### config.mk
export PLATFORM = sky130hd
export DESIGN_NAME = gain_word_rx
export DESIGN_NICKNAME = d
export VERILOG_FILES = /design/src/rtl/gain_rx_pkg.sv /design/src/rtl/bit_sync.sv /design/src/rtl/word_shifter.sv /design/src/rtl/gain_bank.sv /design/src/rtl/gain_word_rx.sv
export SDC_FILE = /design/constraint.sdc
export NUM_CORES = 1
export LEC_CHECK = 0
export BUFFER_PORTS_ARGS = -buffer_cell sky130_fd_sc_hd__buf_2
export CAP_MARGIN = 20
export CORE_UTILIZATION = 50
export CTS_CLUSTER_DIAMETER = 200
export DETAILED_ROUTE_END_ITERATION = 8
export GPL_TIMING_DRIVEN = 0
export PLACE_DENSITY = 0.74
export SYNTH_ARGS = -nofsm -noshare
export SYNTH_HDL_FRONTEND = slang
export SYNTH_SLANG_ARGS = --single-unit
export TNS_END_PERCENT = 20
### constraint.sdc
create_clock -name clk -period 2.05 [get_ports clk]
set_clock_uncertainty 0.1 [all_clocks]
set_input_delay 0.205 -clock clk [delete_from_list [all_inputs] [get_ports clk]]
set_output_delay 0.205 -clock clk [all_outputs]
set_load 0.01 [all_outputs]
### src/rtl/gain_rx_pkg.sv
package gain_rx_pkg;

    typedef enum logic {
        LATCH_ON_FALL = 1'b0,
        LATCH_ON_RISE = 1'b1
    } latch_edge_e;

    function automatic int unsigned chan_bits(input int unsigned n);
        return (n < 2) ? 1 : $clog2(n);
    endfunction

endpackage

### src/rtl/bit_sync.sv
module bit_sync #(
    parameter int WIDTH  = 3,
    parameter int STAGES = 2
) (
    input  logic             clk,
    input  logic             rst_n,
    input  logic [WIDTH-1:0] din,
    output logic [WIDTH-1:0] dout
);
    typedef struct packed {
        logic [STAGES-1:0][WIDTH-1:0] pipe;
    } sync_st_t;

    sync_st_t st_d, st_q;

    always_comb begin
        st_d = st_q;
        st_d.pipe[0] = din;
        for (int i = 1; i < STAGES; i++) begin
            st_d.pipe[i] = st_q.pipe[i-1];
        end
    end

    always_ff @(posedge clk or negedge rst_n) begin
        if (!rst_n) st_q <= '0;
        else        st_q <= st_d;
    end

    assign dout = st_q.pipe[STAGES-1];

endmodule

### src/rtl/word_shifter.sv
module word_shifter #(
    parameter int WORD_W = 8
) (
    input  logic              clk,
    input  logic              rst_n,
    input  logic              sclk_lvl,
    input  logic              sdat_lvl,
    output logic [WORD_W-1:0] word
);
    typedef struct packed {
        logic              prev;
        logic [WORD_W-1:0] sr;
    } shf_st_t;

    shf_st_t st_d, st_q;
    logic    sclk_rise;

    assign sclk_rise = sclk_lvl & ~st_q.prev;

    always_comb begin
        st_d      = st_q;
        st_d.prev = sclk_lvl;
        if (sclk_rise) begin
            st_d.sr = {st_q.sr[WORD_W-2:0], sdat_lvl};
        end
    end

    always_ff @(posedge clk or negedge rst_n) begin
        if (!rst_n) st_q <= '0;
        else        st_q <= st_d;
    end

    assign word = st_q.sr;

    // a serial rising edge takes the data bit into the bottom of the register
    p_shift_in_r2: assert property (@(posedge clk) disable iff (!rst_n)
        (sclk_lvl && !st_q.prev) |=> (st_q.sr[0] == $past(sdat_lvl)));

    // the register does not move without a serial rising edge
    p_shift_hold_r2: assert property (@(posedge clk) disable iff (!rst_n)
        !(sclk_lvl && !st_q.prev) |=> $stable(st_q.sr));

endmodule

### src/rtl/gain_bank.sv
module gain_bank #(
    parameter int NUM_CH = 4,
    parameter int GAIN_W = 4,
    parameter int CH_W   = 2,
    parameter int WORD_W = 8,
    parameter gain_rx_pkg::latch_edge_e LATCH_EDGE = gain_rx_pkg::LATCH_ON_FALL
) (
    input  logic                           clk,
    input  logic                           rst_n,
    input  logic                           latch_lvl,
    input  logic [WORD_W-1:0]              word,
    input  logic                           cs,
    output logic [NUM_CH-1:0][GAIN_W-1:0]  gain,
    output logic [NUM_CH-1:0]              off
);
    localparam int EN_BIT = WORD_W - 1;
    localparam int CS_BIT = WORD_W - 2;
    localparam logic [GAIN_W-1:0] MID_CODE = GAIN_W'(1 << (GAIN_W - 1));
    localparam logic LAT_IDLE = (LATCH_EDGE == gain_rx_pkg::LATCH_ON_RISE);

    typedef struct packed {
        logic                          lat_prev;
        logic [NUM_CH-1:0][GAIN_W-1:0] gain;
        logic [NUM_CH-1:0]             off;
    } bank_st_t;

    bank_st_t          st_d, st_q;
    logic              fire;
    logic              accept;
    logic [CH_W-1:0]   sel;

    generate
        if (LATCH_EDGE == gain_rx_pkg::LATCH_ON_FALL) begin : g_fall
            assign fire = st_q.lat_prev & ~latch_lvl;
        end else begin : g_rise
            assign fire = ~st_q.lat_prev & latch_lvl;
        end
    endgenerate

    assign accept = fire & word[EN_BIT] & (word[CS_BIT] == cs);
    assign sel    = word[GAIN_W +: CH_W];

    always_comb begin
        st_d          = st_q;
        st_d.lat_prev = latch_lvl;
        for (int i = 0; i < NUM_CH; i++) begin
            if (accept && (sel == CH_W'(i))) begin
                st_d.gain[i] = word[GAIN_W-1:0];
            end
            st_d.off[i] = (st_d.gain[i] == '0);
        end
    end

    always_ff @(posedge clk or negedge rst_n) begin
        if (!rst_n) begin
            st_q.lat_prev <= LAT_IDLE;
            for (int i = 0; i < NUM_CH; i++) begin
                st_q.gain[i] <= MID_CODE;
            end
            st_q.off <= '0;
        end else begin
            st_q <= st_d;
        end
    end

    assign gain = st_q.gain;
    assign off  = st_q.off;

    // without a latch edge no channel register moves
    p_no_commit_r3: assert property (@(posedge clk) disable iff (!rst_n)
        !fire |=> $stable(st_q.gain));

    // a latch edge is a single-cycle event
    p_edge_pulse_r3: assert property (@(posedge clk) disable iff (!rst_n)
        fire |=> !fire);

    // disabled words change nothing
    p_discard_r4: assert property (@(posedge clk) disable iff (!rst_n)
        (fire && !word[EN_BIT]) |=> $stable(st_q.gain));

    // words for the other device change nothing
    p_cs_mismatch_r5: assert property (@(posedge clk) disable iff (!rst_n)
        (fire && (word[CS_BIT] != cs)) |=> $stable(st_q.gain));

    generate
        for (genvar k = 0; k < NUM_CH; k++) begin : g_chk
            // the addressed channel takes the code
            p_target_r6: assert property (@(posedge clk) disable iff (!rst_n)
                (accept && (sel == CH_W'(k))) |=> (st_q.gain[k] == $past(word[GAIN_W-1:0])));
            // the other channels keep theirs
            p_others_r6: assert property (@(posedge clk) disable iff (!rst_n)
                (accept && (sel != CH_W'(k))) |=> $stable(st_q.gain[k]));
            // the off flag rises only onto a zero code
            p_off_rise_r7: assert property (@(posedge clk) disable iff (!rst_n)
                $rose(st_q.off[k]) |-> (st_q.gain[k] == '0));
            // the off flag falls only onto a nonzero code
            p_off_fall_r7: assert property (@(posedge clk) disable iff (!rst_n)
                $fell(st_q.off[k]) |-> (st_q.gain[k] != '0));
        end
    endgenerate

endmodule

### src/rtl/gain_word_rx.sv
module gain_word_rx #(
    parameter int NUM_CH      = 4,
    parameter int GAIN_W      = 4,
    parameter int SYNC_STAGES = 2,
    parameter gain_rx_pkg::latch_edge_e LATCH_EDGE = gain_rx_pkg::LATCH_ON_FALL
) (
    input  logic                     clk,
    input  logic                     rst_n,
    input  logic                     ser_clk,
    input  logic                     ser_dat,
    input  logic                     latch_in,
    input  logic                     chip_sel,
    output logic [NUM_CH*GAIN_W-1:0] gain_code,
    output logic [NUM_CH-1:0]        chan_off
);
    localparam int CH_W   = gain_rx_pkg::chan_bits(NUM_CH);
    localparam int WORD_W = 2 + CH_W + GAIN_W;

    logic [2:0]                    sync_v;
    logic [WORD_W-1:0]             word;
    logic [NUM_CH-1:0][GAIN_W-1:0] gain_arr;

    bit_sync #(
        .WIDTH (3),
        .STAGES(SYNC_STAGES)
    ) u_sync (
        .clk  (clk),
        .rst_n(rst_n),
        .din  ({latch_in, ser_dat, ser_clk}),
        .dout (sync_v)
    );

    word_shifter #(
        .WORD_W(WORD_W)
    ) u_shift (
        .clk     (clk),
        .rst_n   (rst_n),
        .sclk_lvl(sync_v[0]),
        .sdat_lvl(sync_v[1]),
        .word    (word)
    );

    gain_bank #(
        .NUM_CH    (NUM_CH),
        .GAIN_W    (GAIN_W),
        .CH_W      (CH_W),
        .WORD_W    (WORD_W),
        .LATCH_EDGE(LATCH_EDGE)
    ) u_bank (
        .clk      (clk),
        .rst_n    (rst_n),
        .latch_lvl(sync_v[2]),
        .word     (word),
        .cs       (chip_sel),
        .gain     (gain_arr),
        .off      (chan_off)
    );

    // channel k occupies nibble k of the flat output
    assign gain_code = gain_arr;

endmodule

Word-level counts from Yosys, hierarchy flattened:

Cells that the tools add are included.

* bits in registers: 36
* bits of input ports: 6
* output and inout bits: 20
* logic and storage cells: 33

* equal/unequal tests: 4
* multiplexer cells: 4
* bitwise gates (word level): 6
* reductions and logical operators: 9

Operators by type and width (count)
* $logic_not A4 Y1: 4
* $mux W4: 4
* $and A1 B1 Y1: 4
* $eq A2 B2 Y1 const B: 2
* $logic_and A1 B1 Y1: 4
* $eq A2 B1 Y1 const B: 1
* $logic_not A2 Y1: 1
* $not A1 Y1: 2
* $eq A1 B1 Y1: 1

Logic depth before layout (Yosys ltp):

Gate-level depths: netlist (run 1).

* depth in word-level cells: 7
* depth in mapped cells: 4
* mapped depth without buffers: 3

By module:

A second synthesis (run 1) with hierarchy kept.

* cells, all modules: 107
* area total of the unflattened synthesis: 1636.6 um^2

By module, submodules not included
* gain_bank: times used 1, cells each 74, area each 1056.0 um^2, seq. area each 530.5 um^2
* word_shifter: times used 1, cells each 27, area each 430.4 um^2, seq. area each 225.2 um^2
* bit_sync: times used 1, cells each 6, area each 150.1 um^2, seq. area each 150.1 um^2

Worst setup path after synthesis (run 1):

Ideal clock, no wire load.

* kind: register to register
* from: register u_shift.st_q, in the netlist u_shift.word[6]
* to: register u_bank.gain[0] (netlist name)
* setup time: 125 ps
* arrival time: 1473 ps
* required time: 1825 ps
* path slack: 352 ps
* cell stages (with the launch flop): 5
* buffers on the path: 1
* period minus slack after synthesis: 1698 ps
* cell sequence: dfrtp_1 -> xor2_1 -> or4_1 -> buf_4 -> mux2_4

RTL lines
* start: declaration: line word_shifter.sv:15 `shf_st_t st_d, st_q;`
* start signal: assignment: line word_shifter.sv:30 `else st_q <= st_d;`

==> results of run 1 <==
-- through the flow --
stage	utilization [%]	instance area, sq um	instances	hold slack (ps)
floorplan	-	1534	99	-190.6
finish	63.78	1804	167	258.0
global route	63.78	1804	167	263.9
detailed placement	60.02	1698	155	214.4
global placement	60.02	1698	155	213.2
CTS	63.78	1804	167	261.2
-- timing repair --
action | 4_1_cts | 5_1_grt
hold endpoints to repair | 35 | 0
hold buffers | 4 | 0
endpoints found under the setup margin | 0 | 0
-- power by group through the flow --
stage	logic, mW	clock network [mW]	registers, mW
after detailed placement	0.761	0	1.14
after floorplan	0.588	0	1.07
after CTS	0.770	0.417	1.12
after global placement	0.743	0	1.12
after global routing	0.825	0.448	1.15
final	0.758	0.401	1.12
-- layout make-up --
class	instances	area, sq um
plain buffers	22	161.4
clock buffers	6	51.30
clock inverters	2	15.01
fillers	219	1025
multi-input cells	41	466.7
flip-flops and latches	36	905.9
well taps	31	38.79
repair buffers	29	165.2
-- worst paths after layout --
path / startpoint / endpoint / slack, ps / depth (start not counted)
max: u_shift.word[6] / u_bank.gain[1] / 280 / 4
min: u_sync.st_d[3] / u_sync.dout[0] / 260 / 0
max reg2reg: u_shift.word[6] / u_bank.gain[1] / 280 / 4
min reg2reg: u_sync.st_d[3] / u_sync.dout[0] / 260 / 0
max in group asynchronous: rst_n / u_bank.off[2] / 970 / 2
min in group asynchronous: rst_n / u_bank.gain[2] / 370 / 2
-- synth_stat cells --
master    instances
buf_4            21
clkbuf_1          1
dfrtp_1          32
dfstp_2           4
mux2_2           20
mux2_4            4
mux2i_1           4
nand2_1           1
nand2b_1          1
nand3b_4          1
nor3_2            1
nor4b_4           2
or4_1             6
xor2_1            1
-- layer usage --
| metal | track usage, % | share of wire [%] | wire, um | vias up |
|---|---|---|---|---|
| met2 | 25.58 | 47 | 1093 | 24 |
| met5 | 0 | 0 | 0 | - |
| met4 | 8.362 | 3.2 | 74 | 0 |
| met1 | 19.73 | 45 | 1037 | 416 |
| li1 | - | - | - | 398 |
| met3 | 6.803 | 5.0 | 115 | 7 |
-- flip-flops by register name (all words and copies together), names as in the netlist --
| register | count |
|---|---|
| u_shift.st_q | 1 |
| u_bank.gain | 16 |
| u_sync.dout | 3 |
| u_bank.st_q | 1 |
| u_sync.st_d | 3 |
| u_shift.word | 8 |
| u_bank.off | 4 |
-- logic make-up after synthesis --
logic type	share of synthesized area, %
xor+xnor	0.5711
buf+inv	10.52
mux	21.21
simple gates	8.646
flops	59.05
==> impl_metrics.py, run 1 <==
metrics = {
    "setup_path": {
        "cp.buffers_inverters": 1,
        "critical_path_required_ps": 2180,
        "cp_cell_sequence": "xor2_1 > or4_1 > buf_4 > mux2_4",
        "critPathLaunchType": "flip-flop",
        "arrival_ps": 1900,
        "end_kind": "flip-flop",
        "cpMaxStageDelayCell": "or4_1",
        "path_max_fanout": 5,
        "path_class": "flip-flop to flip-flop",
        "crit_family": "simple AND/OR/NAND/NOR gates",
        "critPathMaxStageDelay_ps": 430,
    },
    "synthesis": {
        "synth.avg_cell_area_sq_um": 15.49,
        "synthesis.nets": 105,
        "synth_area_sq_um": 1534,
        "yosysTopAreaCell": "dfrtp_1",
        "synth_area_leaders": "dfrtp_1 52%, mux2_2 15%, buf_4 10%",
        "yosys.area.top_type_share_pct": 52.20,
        "synth_warnings": 0,
        "synth_cells": 99,
        "ys_seq_elements": 36,
        "ys_types": 14,
        "yosysSeqAreaShare_pct": 59.05,
    },
    "global_route": {
        "grt_overflow_total": 0,
        "grt_pass1_wl_mm": 3.884,
        "grt_max_degree": 37,
        "grt_antenna_before_repair": 0,
        "grt_use_total_pct": 16.48,
        "grt_pass1_vias": 845,
    },
    "detailed_routing": {
        "drt_pre_antenna_iters": 5,
        "drtAntennaViolNets": 0,
        "drc": 3,
        "wire_per_inst_um": 13.89,
        "drt_wl_total_mm": 2.320,
        "viasPerCell": 5.060,
        "via_count": 845,
        "drtIter0Drc": 11,
    },
    "timing": {
        "finalHoldViolCount": 0,
        "finalSetupTns_ps": 0,
        "rsz0062_at_grt": "no",
        "fmax_mhz": 564.2,
        "period_minus_slack_ps": 1773,
        "finalCritPeriodShare_pct": 86.46,
        "final.setup.worst_slack_ps": 277.5,
        "slew_headroom_pct": 47.52,
        "setup-violations-final": 0,
        "slew_viol_final": 0,
        "worstMarginPinSlew_ps": 787.2,
    },
    "clock_network": {
        "cts_made_buffers": 5,
        "cts_resized": 0,
        "cts_tree": "done",
        "clk_pin_slew_ps": 100,
        "htree_num_levels": 2,
        "root_buffer": "clkbuf_4",
        "cts_setup_buffers": 0,
        "cts_buffer_depth": 2,
        "clk_latency_ps": 340,
        "clock-sinks": 36,
    },
    "power": {
        "total_power_mw": 2.281,
        "intPower_mw": 1.583,
        "vdd_ir_drop_max_v": 0.0006881,
        "combPwrFrac_pct": 33.3,
        "switching_power_mw": 0.6982,
        "p_sw_share_pct": 30.61,
        "p_seq_share_pct": 49.2,
        "clock_power_share_pct": 17.6,
        "power_density_nw_per_um2": 1264,
        "p_leak_nw": 0.9184,
    },
    "die": {
        "core_sq_um": 2829,
        "boundaryPins": 26,
        "fp.dieW_um": 57.39,
        "die_area_sq_um": 3294,
        "initial_core_util_pct": 54.22,
        "rows": 19,
        "die_height_um": 57.39,
    },
    "finish": {
        "diodes": 0,
        "syn_to_final_growth_pct": 17.62,
        "nets": 141,
        "most-common-layout-cells": "32 x dfrtp_1, 25 x buf_2, 21 x buf_4",
        "final_common_cell": "dfrtp_1",
        "drive_above_1_share_pct": 63.24,
    },
    "placement": {
        "place_congestion": 0.7274,
        "pre_cts_ws_ps": 290.9,
        "io_buffer_count": 25,
        "dp_hpwl_mm": 1.583,
    },
    "min_path": {
        "min-delay-path-class": "flip-flop to flip-flop",
    },
    "run_status": {
        "status": "finished, violations left",
        "violations": "design-rule violations",
    },
    "job": {
        "max-cap-violations": 0,
    },
}
Note: power is estimated with default switching activity, not from simulation.
==> inputs of run 2 (changes only) <==
- CORE_MARGIN: not set -> 2
- SYNTH_HIERARCHICAL: not set -> 1
==> run 2 against run 1 <==
Effect of this change: register-to-register slack worse by 160 ps; global-route usage is 1.0 points lower; clock-buffer cell count rose by 2; synthesized cell count is 8.1% higher; clock power fell by 4%; the run now ends clean; die area is 14% higher; utilization is 1.5 points lower; setup slack worse by 160 ps; cell count rose by 13%.
==> impl_metrics.py, run 2 <==
metrics = {
    "run_status": {
        "status": "completed",
    },
    "detailed_routing": {
        "drtIter0Drc": 13,
        "drc": 0,
        "via_count": 871,
        "viasPerCell": 4.633,
        "drt_pre_antenna_iters": 4,
        "wire_per_inst_um": 12.65,
        "drtAntennaViolNets": 0,
        "drt_wl_total_mm": 2.378,
    },
    "min_path": {
        "min-delay-path-class": "flip-flop to flip-flop",
    },
    "global_route": {
        "grt_pass1_vias": 887,
        "grt_pass1_wl_mm": 4.002,
        "grt_max_degree": 37,
        "grt_antenna_before_repair": 0,
        "grt_use_total_pct": 15.44,
        "grt_overflow_total": 0,
    },
    "timing": {
        "hold_ws_ps": 254.8,
        "rsz0062_at_grt": "no",
        "setup-violations-final": 0,
        "finalSetupTns_ps": 0,
        "fmax_mhz": 516.2,
        "slew_viol_final": 0,
        "worstMarginPinSlew_ps": 779.8,
        "finalHoldViolCount": 0,
        "period_minus_slack_ps": 1937,
        "finalCritPeriodShare_pct": 94.49,
        "slew_headroom_pct": 48.01,
    },
    "setup_path": {
        "cpMaxStageDelayCell": "xor2_1",
        "path_max_fanout": 5,
        "critical_path_required_ps": 2170,
        "end_kind": "flip-flop",
        "cp_cell_sequence": "buf_4 > xor2_1 > or4_1 > buf_2 > mux2_4",
        "arrival_ps": 2060,
        "critPathLaunchType": "flip-flop",
        "critPathMaxStageDelay_ps": 480,
        "path_class": "flip-flop to flip-flop",
        "crit_family": "XOR/XNOR gates",
        "ff2ff_setup_slack_ps": 110,
        "cp.buffers_inverters": 2,
    },
    "clock_network": {
        "htree_num_levels": 2,
        "cts_setup_buffers": 0,
        "cts_resized": 0,
        "clk_pin_slew_ps": 100,
        "holdBufCountCts": 4,
        "cts_made_buffers": 5,
        "clock-sinks": 36,
        "root_buffer": "clkbuf_4",
        "clk_latency_ps": 330,
        "cts_buffer_depth": 2,
        "cts_tree": "done",
    },
    "die": {
        "core_sq_um": 3078,
        "die_area_sq_um": 3747,
        "die_height_um": 61.21,
        "fp.dieW_um": 61.21,
        "boundaryPins": 26,
        "initial_core_util_pct": 53.17,
        "rows": 20,
    },
    "power": {
        "vdd_ir_drop_max_v": 0.0006063,
        "power_density_nw_per_um2": 1251,
        "total_power_mw": 2.397,
        "p_seq_share_pct": 44.4,
        "intPower_mw": 1.698,
        "p_sw_share_pct": 29.16,
        "switching_power_mw": 0.6988,
        "combPwrFrac_pct": 39.7,
        "p_leak_nw": 0.9926,
        "clock_power_share_pct": 16.0,
    },
    "finish": {
        "top_register": "u_bank/gain",
        "final_cell_count_no_fill": 188,
        "layout.area.seq_sq_um": 905.9,
        "most-common-layout-cells": "32 x dfrtp_1, 28 x buf_4, 26 x buf_2",
        "nets": 149,
        "diodes": 0,
        "final_common_cell": "dfrtp_1",
        "fillers": 239,
        "largest_reg_flops": 16,
        "syn_to_final_growth_pct": 17.05,
        "multi_input_area_sq_um": 504.2,
        "drive_above_1_share_pct": 65.28,
    },
    "synthesis": {
        "ys_types": 15,
        "synth-edff-count": 0,
        "synth.avg_cell_area_sq_um": 15.30,
        "yosysTopAreaCell": "dfrtp_1",
        "synthesis.nets": 113,
        "synth_cells": 107,
        "yosysSeqAreaShare_pct": 55.35,
        "synth_area_sq_um": 1637,
        "synth-main-ff-cell": "dfrtp_1",
        "yosysMostFrequentCell": "dfrtp_1",
        "synth_warnings": 6,
        "synth_area_leaders": "dfrtp_1 49%, buf_4 13%, mux2_4 11%",
        "synthArstFlopShare_pct": 100.0,
        "yosys.area.top_type_share_pct": 48.93,
        "ys_seq_elements": 36,
        "netlist_top_cells_count": "32 x dfrtp_1, 28 x buf_4, 12 x mux2_2, 12 x mux2_4, 6 x or4_1",
    },
    "placement": {
        "placed_cells": 176,
        "dp_hpwl_mm": 1.691,
        "io_buffer_count": 25,
        "place_congestion": 0.7086,
    },
    "job": {
        "max-cap-violations": 0,
    },
}
run 2: kinds of logic (layout without fill, tap and decap cells):
family                    Yosys count  after routing  synth area share, %
DFF                                36             36                55.35
and+or+nand+nor                    12             12                8.562
xor gates and xnor gates            1              1               0.5353
muxes                              28             28                21.71
buffers and inverters              30             67                13.84
run 2: through the flow:
step | util, % | worst slack [ps] | cell area (sq um)
2_1_floorplan | - | 255.2 | 1637
3_3_place_gp | 59.02 | 161.2 | 1817
3_5_place_dp | 59.02 | 137.4 | 1817
4_1_cts | 62.24 | 95.93 | 1916
5_1_grt | 62.24 | 8.757 | 1916
6_report | 62.24 | 112.9 | 1916
run 2: area by class of cell:
| class | count | share of cell area (%) |
|---|---|---|
| clock buffer | 8 | 3.070 |
| multi-input combinational | 41 | 26.32 |
| buffer | 30 | 11.82 |
| sequential | 36 | 47.29 |
| tap | 44 | 2.874 |
| timing repair buffer | 29 | 8.622 |
run 2: layer usage:
metal	GRT usage [%]	vias to the layer above	routed length, um
met3	4.412	7	107
met4	9.317	0	51
met5	0	-	0
li1	-	414	-
met2	24.32	20	1196
met1	18.82	430	1023
run 2: final timing paths:
kind	cells past startpoint	end	from
min	0	u_sync/dout[0]	u_sync/st_d[3]
max	5	u_bank/gain[1]	u_shift/word[6]
max reg2reg	5	u_bank/gain[1]	u_shift/word[6]
min in group asynchronous	2	u_shift/word[2]	rst_n
max in group asynchronous	2	u_bank/gain[13]	rst_n
min reg2reg	0	u_sync/dout[0]	u_sync/st_d[3]
run 2: power groups by stage:
stage,sequential [mW],clock (mW),combinational (mW)
after CTS,1.06,0.394,0.965
final,1.06,0.383,0.951
after global routing,1.10,0.429,1.04
after floorplan,1.04,0,0.751
after detailed placement,1.07,0,0.959
after global placement,1.07,0,0.937
